## config.mk

```make
export PLATFORM = sky130hd
export DESIGN_NAME = mat_mult_engine
export DESIGN_NICKNAME = d
export VERILOG_FILES = /design/src/rtl/mm_pkg.sv /design/src/rtl/mm_step_counter.sv /design/src/rtl/mm_mac_pipe.sv /design/src/rtl/mat_mult_engine.sv
export SDC_FILE = /design/constraint.sdc
export NUM_CORES = 1
export LEC_CHECK = 0
export BUFFER_PORTS_ARGS = -buffer_cell sky130_fd_sc_hd__buf_4
export CAP_MARGIN = 5
export CORE_ASPECT_RATIO = 1.4
export CORE_MARGIN = 5
export CORE_UTILIZATION = 50
export DETAILED_ROUTE_END_ITERATION = 16
export GPL_TIMING_DRIVEN = 1
export HOLD_SLACK_MARGIN = 0.1
export PLACE_DENSITY = 0.68
export REMOVE_ABC_BUFFERS = 1
export SLEW_MARGIN = 20
export SYNTH_ARGS = -nofsm -noshare
export SYNTH_HDL_FRONTEND = slang
export SYNTH_HIERARCHICAL = 1
export SYNTH_SLANG_ARGS = --single-unit
```

## constraint.sdc

```tcl
create_clock -name clk -period 12.8 [get_ports clk]
set_input_delay 1.28 -clock clk [delete_from_list [all_inputs] [get_ports clk]]
set_output_delay 1.28 -clock clk [all_outputs]
set_load 0.05 [all_outputs]
```

## src/rtl/mm_pkg.sv

```systemverilog
package mm_pkg;

   typedef enum logic [1:0] {
      MM_WAIT  = 2'd0,
      MM_FEED  = 2'd1,
      MM_FLUSH = 2'd2
   } mm_phase_e;

endpackage

```

## src/rtl/mm_step_counter.sv

```systemverilog
module mm_step_counter #(
   parameter int DIM   = 16,
   parameter int IDX_W = $clog2(DIM)
) (
   input  logic             clk,
   input  logic             rst_n,
   input  logic             clear,
   input  logic             advance,
   output logic [IDX_W-1:0] row,
   output logic [IDX_W-1:0] col,
   output logic [IDX_W-1:0] inner,
   output logic             first_term,
   output logic             last_term,
   output logic             last_step
);
   localparam logic [IDX_W-1:0] TOP = IDX_W'(DIM - 1);

   logic inner_wrap, col_wrap;

   assign inner_wrap = (inner == TOP);
   assign col_wrap   = (col == TOP);
   assign first_term = (inner == '0);
   assign last_term  = inner_wrap;
   assign last_step  = inner_wrap && col_wrap && (row == TOP);

   always_ff @(posedge clk) begin
      if (!rst_n || clear) begin
         row   <= '0;
         col   <= '0;
         inner <= '0;
      end else if (advance) begin
         inner <= inner_wrap ? '0 : inner + 1'b1;
         if (inner_wrap) begin
            col <= col_wrap ? '0 : col + 1'b1;
            if (col_wrap)
               row <= (row == TOP) ? '0 : row + 1'b1;
         end
      end
   end

   AST_STEP_ORDER: assert property (@(posedge clk) disable iff (!rst_n)
      (advance && !clear && !inner_wrap) |=> (inner == $past(inner) + 1'b1))
      else $error("inner index did not advance by one");

endmodule

```

## src/rtl/mm_mac_pipe.sv

```systemverilog
module mm_mac_pipe #(
   parameter int DATA_W      = 32,
   parameter int ADDR_W      = 8,
   parameter bit REG_PRODUCT = 1'b1
) (
   input  logic              clk,
   input  logic              rst_n,
   input  logic              issue,
   input  logic              issue_first,
   input  logic              issue_last,
   input  logic              issue_final,
   input  logic [ADDR_W-1:0] issue_addr,
   input  logic [DATA_W-1:0] a_rdata,
   input  logic [DATA_W-1:0] b_rdata,
   output logic              wr_en,
   output logic              wr_final,
   output logic [ADDR_W-1:0] wr_addr,
   output logic [DATA_W-1:0] wr_data
);
   // stage 1: operands arrive from memory
   logic              v1, f1, l1, z1;
   logic [ADDR_W-1:0] ad1;
   logic [DATA_W-1:0] prod_raw;

   always_ff @(posedge clk) begin
      if (!rst_n) begin
         v1 <= 1'b0; f1 <= 1'b0; l1 <= 1'b0; z1 <= 1'b0; ad1 <= '0;
      end else begin
         v1 <= issue;
         f1 <= issue_first;
         l1 <= issue_last;
         z1 <= issue_final;
         ad1 <= issue_addr;
      end
   end

   assign prod_raw = a_rdata * b_rdata;

   // stage 2: optional product register
   logic              v2, f2, l2, z2;
   logic [ADDR_W-1:0] ad2;
   logic [DATA_W-1:0] prod;

   generate
      if (REG_PRODUCT) begin : g_prod_reg
         always_ff @(posedge clk) begin
            if (!rst_n) begin
               v2 <= 1'b0; f2 <= 1'b0; l2 <= 1'b0; z2 <= 1'b0;
               ad2 <= '0; prod <= '0;
            end else begin
               v2 <= v1; f2 <= f1; l2 <= l1; z2 <= z1;
               ad2 <= ad1; prod <= prod_raw;
            end
         end
      end else begin : g_prod_comb
         assign v2 = v1;
         assign f2 = f1;
         assign l2 = l1;
         assign z2 = z1;
         assign ad2 = ad1;
         assign prod = prod_raw;
      end
   endgenerate

   // stage 3: accumulate
   logic              v3, l3, z3;
   logic [ADDR_W-1:0] ad3;
   logic [DATA_W-1:0] acc;

   always_ff @(posedge clk) begin
      if (!rst_n) begin
         v3 <= 1'b0; l3 <= 1'b0; z3 <= 1'b0; ad3 <= '0; acc <= '0;
      end else begin
         v3 <= v2;
         l3 <= l2;
         z3 <= z2;
         ad3 <= ad2;
         if (v2)
            acc <= f2 ? prod : acc + prod;
      end
   end

   assign wr_en    = v3 && l3;
   assign wr_final = v3 && z3;
   assign wr_addr  = ad3;
   assign wr_data  = acc;

   AST_FINAL_IS_WRITE: assert property (@(posedge clk) disable iff (!rst_n)
      wr_final |-> wr_en)
      else $error("final step without a write");

endmodule

```

## src/rtl/mat_mult_engine.sv

```systemverilog
module mat_mult_engine #(
   parameter int DIM         = 16,
   parameter int DATA_W      = 32,
   parameter bit REG_PRODUCT = 1'b1,
   parameter int IDX_W       = $clog2(DIM),
   parameter int ADDR_W      = 2 * IDX_W
) (
   input  logic              clk,
   input  logic              rst_n,
   input  logic              start,
   output logic              done,
   output logic              idle,
   output logic              ready,
   output logic [ADDR_W-1:0] a_addr,
   output logic              a_ce,
   input  logic [DATA_W-1:0] a_rdata,
   output logic [ADDR_W-1:0] b_addr,
   output logic              b_ce,
   input  logic [DATA_W-1:0] b_rdata,
   output logic [ADDR_W-1:0] c_addr,
   output logic              c_ce,
   output logic              c_we,
   output logic [DATA_W-1:0] c_wdata
);
   import mm_pkg::*;

   generate
      if (DIM < 2 || (DIM & (DIM - 1)) != 0) begin : g_bad_dim
         $error("DIM must be a power of two and at least 2");
      end
      if (DATA_W < 2) begin : g_bad_width
         $error("DATA_W must be at least 2");
      end
      if (ADDR_W != 2 * IDX_W) begin : g_bad_addr
         $error("ADDR_W must equal twice the index width");
      end
   endgenerate

   mm_phase_e         phase;
   logic              done_q;
   logic              accept, feeding;
   logic [IDX_W-1:0]  row, col, inner;
   logic              first_term, last_term, last_step;
   logic              wr_en, wr_final;
   logic [ADDR_W-1:0] wr_addr;
   logic [DATA_W-1:0] wr_data;

   assign accept  = (phase == MM_WAIT) && start;
   assign feeding = (phase == MM_FEED);

   mm_step_counter #(.DIM(DIM), .IDX_W(IDX_W)) u_steps (
      .clk(clk), .rst_n(rst_n), .clear(accept), .advance(feeding),
      .row(row), .col(col), .inner(inner),
      .first_term(first_term), .last_term(last_term), .last_step(last_step)
   );

   mm_mac_pipe #(.DATA_W(DATA_W), .ADDR_W(ADDR_W), .REG_PRODUCT(REG_PRODUCT)) u_mac (
      .clk(clk), .rst_n(rst_n),
      .issue(feeding), .issue_first(first_term), .issue_last(last_term),
      .issue_final(feeding && last_step), .issue_addr({row, col}),
      .a_rdata(a_rdata), .b_rdata(b_rdata),
      .wr_en(wr_en), .wr_final(wr_final), .wr_addr(wr_addr), .wr_data(wr_data)
   );

   always_ff @(posedge clk) begin
      if (!rst_n) begin
         phase  <= MM_WAIT;
         done_q <= 1'b0;
      end else begin
         done_q <= 1'b0;
         unique case (phase)
            MM_WAIT:  if (start) phase <= MM_FEED;
            MM_FEED:  if (last_step) phase <= MM_FLUSH;
            MM_FLUSH: if (wr_final) begin
               phase  <= MM_WAIT;
               done_q <= 1'b1;
            end
            default:  phase <= MM_WAIT;
         endcase
      end
   end

   assign idle    = (phase == MM_WAIT);
   assign ready   = idle;
   assign done    = done_q;
   assign a_ce    = feeding;
   assign b_ce    = feeding;
   assign a_addr  = {row, inner};
   assign b_addr  = {inner, col};
   assign c_ce    = wr_en;
   assign c_we    = wr_en;
   assign c_addr  = wr_addr;
   assign c_wdata = wr_data;

   AST_WE_NEEDS_CE: assert property (@(posedge clk) disable iff (!rst_n)
      c_we |-> c_ce)
      else $error("write enable without chip enable");

   AST_DONE_SINGLE: assert property (@(posedge clk) disable iff (!rst_n)
      done |=> !done)
      else $error("done held longer than one cycle");

   AST_DONE_AT_REST: assert property (@(posedge clk) disable iff (!rst_n)
      done |-> (idle && ready))
      else $error("done without idle and ready");

   AST_NO_FETCH_AT_REST: assert property (@(posedge clk) disable iff (!rst_n)
      idle |-> (!a_ce && !b_ce))
      else $error("operand read while idle");

   AST_FETCH_NEEDS_START: assert property (@(posedge clk) disable iff (!rst_n)
      $rose(a_ce) |-> $past(start))
      else $error("job began without start");

endmodule

```

==> results.toml, run 1 <==
[run_status]
outcome = "finished, final reports clean"

[sta]
drv_slew = 0
slew_headroom_pct = 30.5
rsz0062_at_grt = "no"
period_share_pct = 60.2
fin_skew_ps = 7.14
max_freq_ghz = 0.130
setup_viol = 0
timing.final.crit_period_ps = 7710
tightestPinTransition_ps = 1040
hold_viol = 0
tns_ps = 0

[critical_path]
path_cells = "buf_4, and2_1, fa_1, fa_1, fa_1, inv_1, fa_1, inv_1, fa_1, inv_1, fa_1, inv_1, fa_1, fa_1, ha_1, o21ai_1, nand2b_1, a21oi_1, o221ai_2, a311oi_2, o21a_1, nor2_1, or4_1, o311ai_1"
crit_required_ps = 13130
worstPathMaxFanout = 27
cp_common_cell = "fa_1"
crit_family = "adder cells"
cp-start-kind = "primary input"
criticalPathCategory = "in -> reg"
worstSetupEndpointType = "flop"
crit_slowest_cell = "fa_1"
critPathMaxStageDelay_ps = 570
path_buf_inv = 5
crit_arrival_ps = 8040

[clocking]
clk_pin_slew_ps = 60
cts-root-buf = "clkbuf_16"
post_cts_buffers = 0
clock_latency_ps = 430
htree_levels = 4
cts_made_buffers = 17
cts_tree = "yes"
cts_max_path_buffers = 2
cts_hold_buf = 0
post_cts_resized = 0
cts_sinks = 114

[finish]
n_antenna_cell = 0
areaGrowthSynthToFinish_pct = 8.39
drive_above_1_share_pct = 7.74
fill_cells = 3871
fin_nets = 3038

[flow_run]
maxCapViolCount = 0

[floorplan]
die_w_microns = 184
initial_core_util_pct = 50.5
core_sq_um = 42100
die_h_microns = 254
dieArea_sq_um = 46800
ioPinCount = 130
num_rows = 89

[yosys]
syn_area_sq_um = 21200
synth-edff-count = 0
synth_cell_types = 77
synthArstFlopShare_pct = 0
ys_seq_area_share_pct = 10.7
avgSynthCellArea_sq_um = 8.95
synth_seq_cells = 114
syn_inst = 2375
yosys_warnings = 6
ys.flop_type = "dfxtp_1"

[global_route]
track_usage_pct = 23.5
grt_pass1_wl_mm = 88.0
overflow = 0
antenna_found_initial = 0
grt_pass1_vias = 17400
grt_start_max_net_pins = 72

[drt]
routed_wl_mm = 53.3
ant_nets = 0
drc = 0
drt_pass1_iterations = 5
drt_iter0_drc = 889
avgViaCountPerCell = 5.34
via_count = 15800
wire_per_inst_microns = 18.0

[placed_design]
place.gp.congestion = 0.961
io_buffer_count = 129
place.detailed.hpwl_mm = 42.6

[hold_path]
min_path_type = "reg -> reg"
[cells by family after synthesis]
group                    synth area share [%]
AND/OR/NAND/NOR                          18.7
adder cells (fa/ha/maj)                  47.8
buffers and inverters                    9.59
AO/OA/AOI/OAI                            8.44
flip-flops                               10.7
XOR/XNOR                                 4.25
multiplexers                            0.448
[Yosys cell counts (all sizes together), types with 3 or more instances]
cell	instances	area, sq um
nand3	14	70.1
nand4	6	43.8
o21bai	6	45.0
fa	409	8190
dfxtp	114	2280
and2	313	1960
o22ai	3	18.8
or3	6	37.5
mux2i	8	80.1
a41oi	5	51.3
a21oi	67	343
nor4	4	25.0
xor2	27	236
o21ai	64	320
nor2b	5	31.3
and3	10	63.8
nor3	13	65.1
o211a	3	30.0
nor3b	3	22.5
nor2	72	270
nand2	321	1200
a211oi	15	118
inv	411	1540
o31ai	4	57.6
a31oi	16	121
buf	11	78.8
o211ai	15	118
nand2b	18	113
ha	158	1980
a311oi	6	65.1
clkbuf	109	409
o21a	9	67.6
o2111ai	3	43.8
xnor2	76	666
a21o	19	143
[cell type report]
type,instances,area [sq um],area share (%)
sequential,114,2280,9.92
multi-input combinational,1728,16900,73.5
clock buffer,22,484,2.10
inverter,413,1550,6.73
timing repair buffer,130,976,4.24
clock inverter,10,125,0.543
tap,546,683,2.97
[stage by stage]
stage          utilization (%)  instance area, sq um  std cells  setup WS (ps)  hold WS [ps]
2_1_floorplan                -                 20800       2255           5330           412
3_3_place_gp              53.3                 22400       2931           4860           414
3_5_place_dp              53.3                 22400       2931           4670           419
4_1_cts                   54.7                 23000       2963           5130           432
5_1_grt                   54.7                 23000       2963           4870           447
6_report                  54.7                 23000       2963           5090           429
[routing by layer]
metal | track usage [%] | vias up | routed length [microns]
met2 | 44.0 | 424 | 28200
met1 | 28.2 | 8017 | 21400
li1 | - | 7305 | -
met3 | 2.75 | 79 | 2260
met4 | 6.91 | 0 | 1420
met5 | 0 | - | 0
[state kept, by name, indices dropped and copies added (netlist names), 2 cells and up]
name           cells
phase              2
u_mac/ad1          8
u_mac/ad2          8
u_mac/prod        32
u_mac/wr_addr      8
u_mac/wr_data     32
u_steps/col        4
u_steps/inner      4
u_steps/row        4
[placed cells by master, fill, tap and decap left out, types with 13 or more instances in the layout]
| cell type | n |
|---|---|
| xor2_1 | 27 |
| xnor2_1 | 76 |
| o21ai_0 | 57 |
| a21oi_1 | 65 |
| dfxtp_1 | 113 |
| inv_1 | 410 |
| and2_1 | 313 |
| o211ai_1 | 14 |
| nor3_1 | 13 |
| buf_4 | 130 |
| nand2_1 | 321 |
| a31oi_1 | 14 |
| nor2_1 | 72 |
| nand2b_1 | 18 |
| a211oi_1 | 14 |
| ha_1 | 158 |
| nand3_1 | 14 |
| fa_1 | 409 |
| a21o_1 | 19 |
| clkbuf_16 | 17 |
[path summary, 6_finish.rpt]
| check | from | to | slack [ps] | depth (start not counted) |
|---|---|---|---|---|
| max reg2reg | u_mac/wr_data[0] | u_mac/wr_data[30] | 9640 | 12 |
| min reg2reg | u_mac/ad2[7] | u_mac/wr_addr[7] | 430 | 1 |
| max | b_rdata[5] | u_mac/prod[29] | 5090 | 24 |
| min | u_mac/ad2[7] | u_mac/wr_addr[7] | 430 | 1 |
Power of run 1 is not shown: default switching activity piles up to over one toggle a cycle in this logic, so the estimate is an artifact.
==> run 2: changes to the inputs <==
==> constraint.sdc (replaced) <==
create_clock -name clk -period 7.4 [get_ports clk]
set_input_delay 0.74 -clock clk [delete_from_list [all_inputs] [get_ports clk]]
set_output_delay 0.74 -clock clk [all_outputs]
set_load 0.05 [all_outputs]
==> run 2 against run 1 <==
Against the previous run: via count up 2.2%; count of clock-buffer cells in the layout down 2; global-route usage up 0.20 points; critical endpoint unchanged.
==> results.toml, run 2 (same netlist as run 1, synthesis figures left out) <==
[run_status]
outcome = "finished, final reports clean"

[floorplan]
die_w_microns = 184
dieArea_sq_um = 46800
ioPinCount = 130
num_rows = 89
initial_core_util_pct = 50.5
core_sq_um = 42100
die_h_microns = 254

[finish]
drive_above_1_share_pct = 9.05
layout_commonest_cell = "inv_1"
final_cell_mix = "inv_1 (410), fa_1 (409), nand2_1 (321)"
areaGrowthSynthToFinish_pct = 9.89
fin_nets = 3076
regArea_sq_um = 2280
multi_input_area_sq_um = 16900
n_antenna_cell = 0
final_util_pct = 55.5
fill_cells = 3851

[sta]
rsz0062_at_grt = "no"
fin_hold_ws_ps = 425
hold_viol = 0
slew_headroom_pct = 30.4
timing.final.crit_period_ps = 6970
tightestPinTransition_ps = 1040
max_freq_ghz = 0.143
fin_skew_ps = 6.97
setup_viol = 0
drv_slew = 0
period_share_pct = 94.2

[global_route]
grt_pass1_vias = 17300
grt_pass1_wl_mm = 88.7
track_usage_pct = 23.7
overflow = 0
grt_start_max_net_pins = 72
antenna_found_initial = 0

[drt]
routed_wl_mm = 54.1
drt_pass1_iterations = 6
avgViaCountPerCell = 5.39
ant_nets = 0
drc = 0
wire_per_inst_microns = 18.0
drt_iter0_drc = 890
via_count = 16200

[hold_path]
min_path_type = "reg -> reg"
hold_start = "u_mac/ad2[1]"
min_to = "u_mac/wr_addr[1]"
hold_path_depth = 1

[clocking]
cts_made_buffers = 17
post_cts_buffers = 0
clk_pin_slew_ps = 50
clock_latency_ps = 420
cts-root-buf = "clkbuf_16"
cts_sinks = 114
post_cts_resized = 0
cts_tree = "yes"
cts_max_path_buffers = 2
htree_levels = 4
cts_hold_buf = 0

[placed_design]
place.gp.congestion = 0.950
io_buffer_count = 129
place.detailed.hpwl_mm = 44.4

[critical_path]
worstPathMaxFanout = 15
crit_required_ps = 7720
regToRegSetupSlack_ps = 4210
r2r-end = "u_mac/wr_data[30]"
crit_arrival_ps = 7290
criticalPathCategory = "in -> reg"
reg2reg_depth = 12
worstSetupEndpointType = "flop"
cp-start-kind = "primary input"
timing.rr.start = "u_mac/wr_data[0]"

[flow_run]
maxCapViolCount = 0
-- run 2: layout make-up --
type / count / share of cell area (%)
multi-input combinational: 1728 / 72.5
timing repair buffer: 168 / 5.46
clock inverter: 10 / 0.788
inverter: 413 / 6.64
sequential: 114 / 9.78
tap: 546 / 2.93
clock buffer: 20 / 1.91
-- run 2: per-layer routing --
| layer | wire, microns | GRT usage (%) | part of all wire (%) | up-vias |
|---|---|---|---|---|
| li1 | - | - | - | 7385 |
| met1 | 22100 | 30.1 | 41 | 8166 |
| met2 | 27400 | 41.7 | 51 | 527 |
| met3 | 2830 | 2.92 | 5.2 | 88 |
| met4 | 1800 | 8.22 | 3.3 | 0 |
| met5 | 0 | 0 | 0 | - |
-- run 2: critical path, stage by stage --
cell and delay, ps:
buf_4 190, and2_1 200, fa_1 460, fa_1 490, fa_1 550, inv_1 50
fa_1 510, inv_1 70, fa_1 500, inv_1 50, fa_1 520, inv_1 50
fa_1 490, fa_1 420, ha_1 350, o21ai_1 100, nand2b_1 70, a21oi_1 200
o221ai_2 170, a311oi_2 380, o21a_1 190, nor2_1 40, or4_1 400, o311ai_1 90
-- run 2: how the worst max path moves through the flow --
stage	start	end	cells after the start
2_1_floorplan	a_rdata[16]	u_mac/prod[29]	23
3_3_place_gp	a_rdata[11]	u_mac/prod[29]	24
3_5_place_dp	a_rdata[11]	u_mac/prod[29]	24
4_1_cts	a_rdata[11]	u_mac/prod[29]	24
5_1_grt	a_rdata[11]	u_mac/prod[29]	24
6_report	a_rdata[11]	u_mac/prod[29]	24
-- run 2: stage by stage --
| stage | TNS, ps | worst slack (ps) | cell area, sq um | instances |
|---|---|---|---|---|
| final | 0 | 426 | 23300 | 2999 |
| after global routing | 0 | 57.1 | 23300 | 2999 |
| after CTS | 0 | 445 | 23300 | 2999 |
| after detailed placement | -7.83 | -7.83 | 22700 | 2969 |
| after global placement | 0 | 79.4 | 22700 | 2969 |
| after floorplan | 0 | 473 | 20800 | 2255 |
Power of run 2 is left out for the same reason.
==> run 3: changes to the inputs <==
--- a/config.mk
+++ b/config.mk
@@ -10,6 +10,7 @@
 export CORE_ASPECT_RATIO = 1.4
 export CORE_MARGIN = 5
 export CORE_UTILIZATION = 50
+export CTS_BUF_LIST = sky130_fd_sc_hd__clkbuf_8
 export DETAILED_ROUTE_END_ITERATION = 16
 export GPL_TIMING_DRIVEN = 1
 export HOLD_SLACK_MARGIN = 0.1
==> constraint.sdc (replaced) <==
create_clock -name clk -period 7.4 [get_ports clk]
set_input_delay 1.48 -clock clk [delete_from_list [all_inputs] [get_ports clk]]
set_output_delay 1.48 -clock clk [all_outputs]
set_load 0.05 [all_outputs]
==> run 3 against run 2 <==
Against the previous run: hold slack better by 1.8 ps; sequential cell count unchanged; sequential share of layout area shrank 0.67 points; first-iteration DRC count up 11%; non-clock buffer count is 164 higher; final cell count increased by 5.5%; maximum frequency is 5.5% lower; design area rose by 7.4%; wire length rose by 3.7%; utilization increased by 4.1 points; register-to-register slack improved by 50 ps; critical path type unchanged; critical endpoint unchanged; highest routed layer unchanged.
==> results.toml, run 3 (same netlist as run 1, synthesis figures left out) <==
[finish]
fin_nets = 3240
n_antenna_cell = 0
areaGrowthSynthToFinish_pct = 18.0
layout_commonest_cell = "inv_1"
final_cell_mix = "inv_1 (403), fa_1 (399), nand2_1 (318)"
drive_above_1_share_pct = 17.4
final_util_pct = 59.5
fill_cells = 3628

[clocking]
cts_max_path_buffers = 2
cts_tree = "yes"
htree_levels = 4
clock_latency_ps = 440
cts_sinks = 114
cts-root-buf = "clkbuf_8"
cts_made_buffers = 17
clk_pin_slew_ps = 70

[global_route]
grt_pass1_vias = 18100
grt_start_max_net_pins = 72
track_usage_pct = 24.2
overflow = 0
grt_pass1_wl_mm = 90.7
antenna_found_initial = 0

[run_status]
outcome = "finished, final reports clean"

[drt]
wire_per_inst_microns = 17.7
drc = 0
via_count = 16700
drt_iter0_drc = 989
avgViaCountPerCell = 5.26
routed_wl_mm = 56.1
drt_pass1_iterations = 7
ant_nets = 0

[critical_path]
reg2reg_depth = 12
crit_family = "adder cells"
cp-start-kind = "primary input"
worstSetupEndpointType = "flop"
worstPathMaxFanout = 4
crit_required_ps = 7740
cp.depth = 25
criticalPathCategory = "in -> reg"
crit_slowest_cell = "fa_1"
path_buf_inv = 6
cp_common_cell = "fa_1"
crit_arrival_ps = 7720
critPathMaxStageDelay_ps = 590

[placed_design]
io_buffer_count = 129
place.gp.congestion = 0.933
place.detailed.hpwl_mm = 47.1

[floorplan]
die_h_microns = 254
ioPinCount = 130
dieArea_sq_um = 46800
initial_core_util_pct = 50.5
num_rows = 89
core_sq_um = 42100
die_w_microns = 184

[hold_path]
min_path_type = "reg -> reg"
hold_path_depth = 1

[sta]
max_freq_ghz = 0.135
period_share_pct = 99.8
drv_slew = 0
rsz0062_at_grt = "yes"
slew_headroom_pct = 30.7
hold_viol = 0
tightestPinTransition_ps = 1040
setup_viol = 0
fin_skew_ps = 13.4
timing.final.crit_period_ps = 7380

[flow_run]
maxCapViolCount = 0
-- run 3: changes by cell type in the layout (fill, tap and decap cells not counted), sizes merged --
cell / previous run / this run
clkinv: 5 / 7
clkbuf: 20 / 22
inv: 411 / 414
bufinv: 5 / 2
clkinvlp: 2 / 3
buf: 168 / 328
-- run 3: worst paths after layout --
kind	startpoint	endpoint	slack (ps)
max	a_rdata[15]	u_mac/prod[29]	20
min	u_mac/ad1[6]	u_mac/ad2[6]	430
max reg2reg	u_mac/wr_data[0]	u_mac/wr_data[30]	4260
min reg2reg	u_mac/ad1[6]	u_mac/ad2[6]	430
-- run 3: final cells by class --
| cell class | instances | area (sq um) | share of cell area, % |
|---|---|---|---|
| Clock buffer | 18 | 248 | 0.988 |
| Tap cell | 546 | 683 | 2.73 |
| Timing Repair Buffer | 332 | 2980 | 11.9 |
| Multi-Input combinational cell | 1728 | 17200 | 68.6 |
| Inverter | 413 | 1550 | 6.18 |
| Sequential cell | 114 | 2280 | 9.11 |
| Clock inverter | 13 | 123 | 0.489 |
-- run 3: per-stage QoR --
stage	worst slack (ps)	cell area (sq um)	hold slack (ps)	instances	TNS (ps)
2_1_floorplan	-267	20800	412	2255	-342
3_3_place_gp	-571	24000	414	3114	-4160
3_5_place_dp	-732	24000	419	3114	-5910
4_1_cts	-26.6	24500	431	3148	-26.6
5_1_grt	-219	25100	440	3164	-749
6_report	18.2	25100	426	3164	0
-- run 3: metal layers --
metal,routed length [microns],vias up,global-route usage [%]
met3,2970,101,2.82
li1,-,7731,-
met4,1980,0,8.52
met1,22800,8291,30.5
met5,0,-,0
met2,28300,533,42.8
-- run 3: what timing repair did --
action,4_1_cts,5_1_grt
cloned,0,4
buffers inserted,3,12
gates resized for setup,29,100
pin swaps,35,73
endpoints found under the setup margin,5,11
hold buffers,0,0
-- run 3: worst reg2reg max path: cells and delay by family, from the launching register on --
kind | cells | cell delay [ps]
muxes | 1 | 230
buffers and inverters | 1 | 80
DFF | 1 | 330
adders and majority gates | 2 | 410
and+or+nand+nor | 1 | 180
AOI/OAI and AO/OA | 7 | 1790
Power of run 3 is left out for the same reason.
